==> config.mk <==
export PLATFORM = sky130hd
export DESIGN_NAME = audio_clk_divider
export DESIGN_NICKNAME = d
export VERILOG_FILES = /design/src/rtl/acd_pkg.sv /design/src/rtl/acd_frame_ctrl.sv /design/src/rtl/acd_clk_gen.sv /design/src/rtl/audio_clk_divider.sv
export SDC_FILE = /design/constraint.sdc
export NUM_CORES = 1
export LEC_CHECK = 0
export ABC_AREA = 1
export BUFFER_PORTS_ARGS = -buffer_cell sky130_fd_sc_hd__buf_2
export CORE_ASPECT_RATIO = 1.5
export CORE_UTILIZATION = 58
export CTS_BUF_LIST = sky130_fd_sc_hd__clkbuf_2
export CTS_CLUSTER_SIZE = 24
export DETAILED_ROUTE_END_ITERATION = 8
export PLACE_DENSITY_LB_ADDON = 0.12
export SLEW_MARGIN = 40
export SYNTH_ARGS = -nofsm -noshare
export SYNTH_HDL_FRONTEND = slang
export SYNTH_SLANG_ARGS = --single-unit
==> constraint.sdc <==
create_clock -name mclk_in -period 4 [get_ports mclk_in]
set_clock_uncertainty 0.15 [all_clocks]
set_input_delay 0.2 -clock mclk_in [delete_from_list [all_inputs] [get_ports mclk_in]]
set_output_delay 0.2 -clock mclk_in [all_outputs]
set_load 0.05 [all_outputs]
==> src/rtl/acd_pkg.sv <==
package acd_pkg;

    localparam int DIV_W = 5;
    localparam int SEL_W = 4;
    localparam int N_OUT = 3;

    localparam int OUT_TX   = 0;
    localparam int OUT_BCLK = 1;
    localparam int OUT_OVR  = 2;

    typedef logic [DIV_W-1:0] div_t;
    typedef logic [SEL_W-1:0] sel_t;

    typedef struct packed {
        logic                  valid;
        div_t                  frame;
        div_t [N_OUT-1:0]      div;
    } ratio_t;

    localparam ratio_t RATIO_IDLE = '{valid: 1'b0, frame: div_t'(1),
                                      div: {N_OUT{div_t'(1)}}};

    function automatic div_t max3(div_t a, div_t b, div_t c);
        div_t m;
        m = (a > b) ? a : b;
        return (m > c) ? m : c;
    endfunction

    function automatic ratio_t mk_ratio(int tx, int bk, int ov);
        ratio_t r;
        r.valid          = 1'b1;
        r.div[OUT_TX]    = div_t'(tx);
        r.div[OUT_BCLK]  = div_t'(bk);
        r.div[OUT_OVR]   = div_t'(ov);
        r.frame          = max3(r.div[OUT_TX], r.div[OUT_BCLK], r.div[OUT_OVR]);
        return r;
    endfunction

    function automatic ratio_t decode_sel(sel_t code);
        case (code)
            4'h0:    return mk_ratio(6, 12, 3);
            4'h1:    return mk_ratio(6, 12, 2);
            4'h2:    return mk_ratio(4, 8, 2);
            4'h3:    return mk_ratio(3, 6, 1);
            4'h4:    return mk_ratio(2, 4, 1);
            4'h5:    return mk_ratio(6, 6, 1);
            4'h6:    return mk_ratio(4, 4, 1);
            4'hC:    return mk_ratio(9, 18, 3);
            4'hD:    return mk_ratio(6, 12, 3);
            4'hE:    return mk_ratio(6, 12, 2);
            4'hF:    return mk_ratio(3, 6, 1);
            default: return RATIO_IDLE;
        endcase
    endfunction

    // First count value of the high part: ceil(d/2)
    function automatic div_t high_start(div_t d);
        logic [DIV_W:0] t;
        t = {1'b0, d} + 1'b1;
        return t[DIV_W:1];
    endfunction

endpackage

==> src/rtl/acd_frame_ctrl.sv <==
module acd_frame_ctrl
    import acd_pkg::*;
(
    input  logic   clk,
    input  logic   rst,
    input  sel_t   sel,
    output ratio_t cur,
    output ratio_t nxt,
    output logic   wrap,
    output logic   fault
);

    div_t phase;

    always_comb begin
        wrap = (phase == cur.frame - div_t'(1));
        nxt  = wrap ? decode_sel(sel) : cur;
    end

    always_ff @(posedge clk) begin
        if (rst) begin
            cur   <= RATIO_IDLE;
            phase <= '0;
            fault <= 1'b0;
        end else begin
            cur   <= nxt;
            phase <= wrap ? '0 : phase + div_t'(1);
            if (wrap && !nxt.valid)
                fault <= 1'b1;
        end
    end

endmodule

==> src/rtl/acd_clk_gen.sv <==
module acd_clk_gen
    import acd_pkg::*;
(
    input  logic clk,
    input  logic rst,
    input  logic wrap,
    input  div_t cur_d,
    input  logic cur_on,
    input  div_t nxt_d,
    input  logic nxt_on,
    output logic clk_o,
    output div_t cnt_o,
    output logic pos_o
);

    div_t cnt, cnt_n;
    logic hi_n;
    logic pos_q;
    logic neg_q, odd_l, thru_l;

    always_comb begin
        if (wrap || cnt == cur_d - div_t'(1))
            cnt_n = '0;
        else
            cnt_n = cnt + div_t'(1);
        hi_n = nxt_on && (cnt_n >= high_start(nxt_d));
    end

    always_ff @(posedge clk) begin
        if (rst) begin
            cnt   <= '0;
            pos_q <= 1'b0;
        end else begin
            cnt   <= cnt_n;
            pos_q <= hi_n;
        end
    end

    // Falling-edge stage: half-cycle stretch for odd ratios, gate for ratio 1
    always_ff @(negedge clk) begin
        if (rst) begin
            neg_q  <= 1'b0;
            odd_l  <= 1'b0;
            thru_l <= 1'b0;
        end else begin
            neg_q  <= pos_q;
            odd_l  <= cur_on && cur_d[0] && (cur_d != div_t'(1));
            thru_l <= cur_on && (cur_d == div_t'(1));
        end
    end

    assign clk_o = thru_l ? clk : (pos_q | (odd_l & neg_q));
    assign cnt_o = cnt;
    assign pos_o = pos_q;

endmodule

==> src/rtl/audio_clk_divider.sv <==
module audio_clk_divider
    import acd_pkg::*;
(
    input  logic             mclk_in,
    input  logic             rst,
    input  logic [SEL_W-1:0] ratio_sel,
    output logic             tx_bit_clk,
    output logic             dac_bit_clk,
    output logic             dac_over_clk,
    output logic             sel_fault
);

    ratio_t                      cur, nxt;
    logic                        wrap;
    logic [N_OUT-1:0]            clk_out;
    logic [N_OUT-1:0]            pos_all;
    logic [N_OUT-1:0][DIV_W-1:0] cnt_all;

    acd_frame_ctrl u_frame (
        .clk   (mclk_in),
        .rst   (rst),
        .sel   (ratio_sel),
        .cur   (cur),
        .nxt   (nxt),
        .wrap  (wrap),
        .fault (sel_fault)
    );

    for (genvar g = 0; g < N_OUT; g++) begin : g_out
        acd_clk_gen u_gen (
            .clk    (mclk_in),
            .rst    (rst),
            .wrap   (wrap),
            .cur_d  (cur.div[g]),
            .cur_on (cur.valid),
            .nxt_d  (nxt.div[g]),
            .nxt_on (nxt.valid),
            .clk_o  (clk_out[g]),
            .cnt_o  (cnt_all[g]),
            .pos_o  (pos_all[g])
        );
    end

    assign tx_bit_clk   = clk_out[OUT_TX];
    assign dac_bit_clk  = clk_out[OUT_BCLK];
    assign dac_over_clk = clk_out[OUT_OVR];

endmodule

==> results by group <==
Synthesis
  – Portion of netlist area occupied by mux cells: 0%
  – Post-Synth Simple-Gate Area: 29.3%
  – Syn Nets: 509
  – Post-synthesis compound-gate area fraction: 9.44%
  – Post-Synth Adder-Cell Area: 12.7%
  – Post-synth top flop: dfxtp_1
  – Yosys warns: 0
  – Sequential-to-total area share from yosys stat: 32.2%
  – Post-Synth XOR/XNOR Area: 6.27%
  – Syn Inst Count: 469
  – Post-synth EDFFs: 0
  – Cell Area, Synth: 0.00335 sq mm
  – Syn Area/Cell: 7.15 sq um
  – Post-synth ARST share: 0%
  – Number of synthesized register bits: 54
  – Main combinational cell family by area after synthesis: simple AND/OR/NAND/NOR gates
  – Netlist cell types: 35

Route
  – Final ANT Viol Nets: 0
  – 1st-pass router iterations: 4
  – Total wire length: 6680 um
  – Wirelength per Cell: 11.8 um
  – Initial DRC count: 105
  – Residual DRC count: 0
  – Vias/cell: 5.15
  – Via count: 2911

Final layout
  – Area grow syn2layout: 6.98%
  – Sequential Area: 0.00108 sq mm
  – Multi-input combinational cell area: 0.00193 sq mm
  – Fill count: 524
  – Layout cells sized above 1: 10.1%
  – # diodes: 0
  – Nets: 533

Global route
  – First-pass GRT wire length: 11600 um
  – Via count of the first global-routing pass: 2867
  – Global route overflow: 0
  – Initial antenna violation count: 0
  – Largest net degree at the start of global routing: 32
  – GRT Util Overall: 24.9%

Clocking
  – Cts hold-fix bufs: 2
  – Post-cts resize count: 0
  – Worst skew pair latency: 0.50 ns
  – Setup Fix Bufs, Post-CTS: 0
  – CTS tree: done
  – Clk pin slew, worst setup/hold paths: 0.28 ns

Worst setup path
  – CP Max Fanout: 1
  – Crit. End Element: output pin
  – CP max-delay cell: dfxtp_1
  – Cell breakdown of the critical path: a21oi_1, o21ai_0, buf_2
  – CP Buf/Inv Count: 1
  – CP startpoint kind: flip-flop
  – Crit path largest cell delay: 0.32 ns
  – Top delay family on crit path: flip-flops
  – Worst Path Arrival: 3.45 ns
  – Worst path required time: 3.65 ns
  – Crit path kind: flip-flop to output pin

Timing
  – Worst-margin pin slew: 0.566 ns
  – Final max-slew violation count: 0
  – RSZ-0062 raised after global routing: no
  – Final Hold Fails: 0
  – Setup TNS: 0 ns
  – Worst setup margin: 0.201 ns
  – Final setup fails: 0
  – Relative slew slack: 62.1%

Place
  – DP HPWL: 5250 um
  – DP Worst Slack: 0.554 ns
  – IO buf count: 9
  – Placer Congestion: 0.825

Power
  – Peak supply drop: 0.000511 V
  – PD cells: 812 mW/mm^2
  – Final Power: 2910 uW
  – Leakage Power: 0.00183 uW

Floorplanning
  – Die Wd: 64.1 um
  – CORE AREA: 0.00553 sq mm
  – I/O pin total: 10
  – Die area: 0.00610 sq mm
  – Row cnt: 33
  – Die height: 95.1 um
  – Initial Util: 60.6%

Worst hold path
  – Class of the worst hold path: primary input to flip-flop

Flow run
  – Max-cap viol count: 0

Outcome
  – Status: finished clean
[worst paths after layout]
path | slack [ns] | cells after the start | from | endpoint
hold / removal | 0.14 | 6 | ratio_sel[0] | u_frame.cur[0]$_SDFF_PP1_
setup reg to reg | 0.58 | 20 | u_frame.cur[15]$_SDFFE_PP1N_ | g_out[0].u_gen.pos_o$_SDFF_PP0_
setup / recovery | 0.20 | 3 | g_out[1].u_gen.neg_q$_SDFF_NP0_ | dac_bit_clk
hold reg to reg | 0.32 | 2 | u_frame.fault$_SDFFE_PP0P_ | u_frame.fault$_SDFFE_PP0P_
[placed cells by master, fill, tap and decap left out, types with 4 or more instances in the layout]
cell type	instances
a21oi_1	21
buf_2	9
clkbuf_2	9
dfxtp_1	54
ha_1	34
inv_1	78
inv_2	6
nand2_1	82
nand2_2	8
nand3_1	33
nand4_1	4
nor2_1	67
nor2_4	4
nor3_1	7
o21ai_0	11
o21ai_1	5
o21bai_1	4
o22ai_1	5
xnor2_1	9
xor2_1	15
[cells in the mapped netlist, types with 6 or more instances]
| cell | n | share of area (%) |
|---|---|---|
| nand2_1 | 82 | 9.2 |
| inv_1 | 69 | 7.7 |
| nor2_1 | 67 | 7.5 |
| dfxtp_1 | 54 | 32 |
| ha_1 | 34 | 13 |
| nand3_1 | 33 | 4.9 |
| a21oi_1 | 21 | 3.1 |
| xor2_1 | 15 | 3.9 |
| o21ai_0 | 11 | 1.6 |
| xnor2_1 | 9 | 2.4 |
| nand2_2 | 8 | 1.5 |
| nor3_1 | 7 | 1.0 |
| inv_2 | 6 | 0.67 |
[per-layer routing]
metal | vias to the layer above | wire (um) | GRT usage, %
met2 | 47 | 3530 | 46.9
met3 | 14 | 228 | 6.34
met4 | 0 | 117 | 13.4
li1 | 1537 | - | -
met5 | - | 0 | 0
met1 | 1313 | 2800 | 24.6
[sequential cells by signal, summed over array words and instances (netlist names)]
signal	flops
g_out.u_gen.neg_q	3
g_out.u_gen.cnt_o	15
u_frame.cur	21
g_out.u_gen.thru_l	3
u_frame.fault	1
u_frame.phase	5
g_out.u_gen.pos_o	3
g_out.u_gen.odd_l	3
[layout make-up]
type	instances	area share [%]
Multi-Input combinational cell	331	53.9
Sequential cell	54	30.1
Inverter	75	7.99
Tap cell	70	2.44
Clock inverter	13	1.95
Timing Repair Buffer	10	1.88
Clock buffer	12	1.67
[power breakdown]
group / internal (uW) / switching, uW / total (uW)
registers: 643 / 89.0 / 732
logic: 688 / 1120 / 1800
clock network: 121 / 256 / 376
total: 1450 / 1460 / 2910
[logic make-up (layout without fill, tap and decap cells)]
family	count (synthesis)	in the layout
buffers and inverters	84	110
flip-flops	54	54
XOR/XNOR	24	24
AO/OA/AOI/OAI	55	55
AND/OR/NAND/NOR	218	218
adder cells (fa/ha/maj)	34	34
[through the flow]
step	hold WS (ns)	cell area (sq um)	util, %	cells
finish	0.140	3590	64.8	565
floorplan	0.165	3350	-	469
CTS	0.0143	3580	64.7	564
detailed placement	0.292	3450	62.3	541
global route	0.103	3590	64.8	565
global placement	0.291	3450	62.3	541
[worst reg2reg max path: stages, from the launching register on]
cell and delay, ns:
dfxtp_1 0.41, inv_2 0.06, ha_1 0.29, inv_1 0.04, nand2_1 0.04, nand2_1 0.05
nor2_1 0.08, nand2_1 0.09, nor2_4 0.16, nand2_2 0.36, clkinv_4 0.22, nand3_2 0.10
nand2_2 0.11, ha_1 0.23, xor2_1 0.17, ha_1 0.25, a21oi_1 0.14, o21bai_1 0.08
a21o_1 0.15, a21oi_1 0.17, nor2_1 0.06
(Power assumes the default switching activity.)
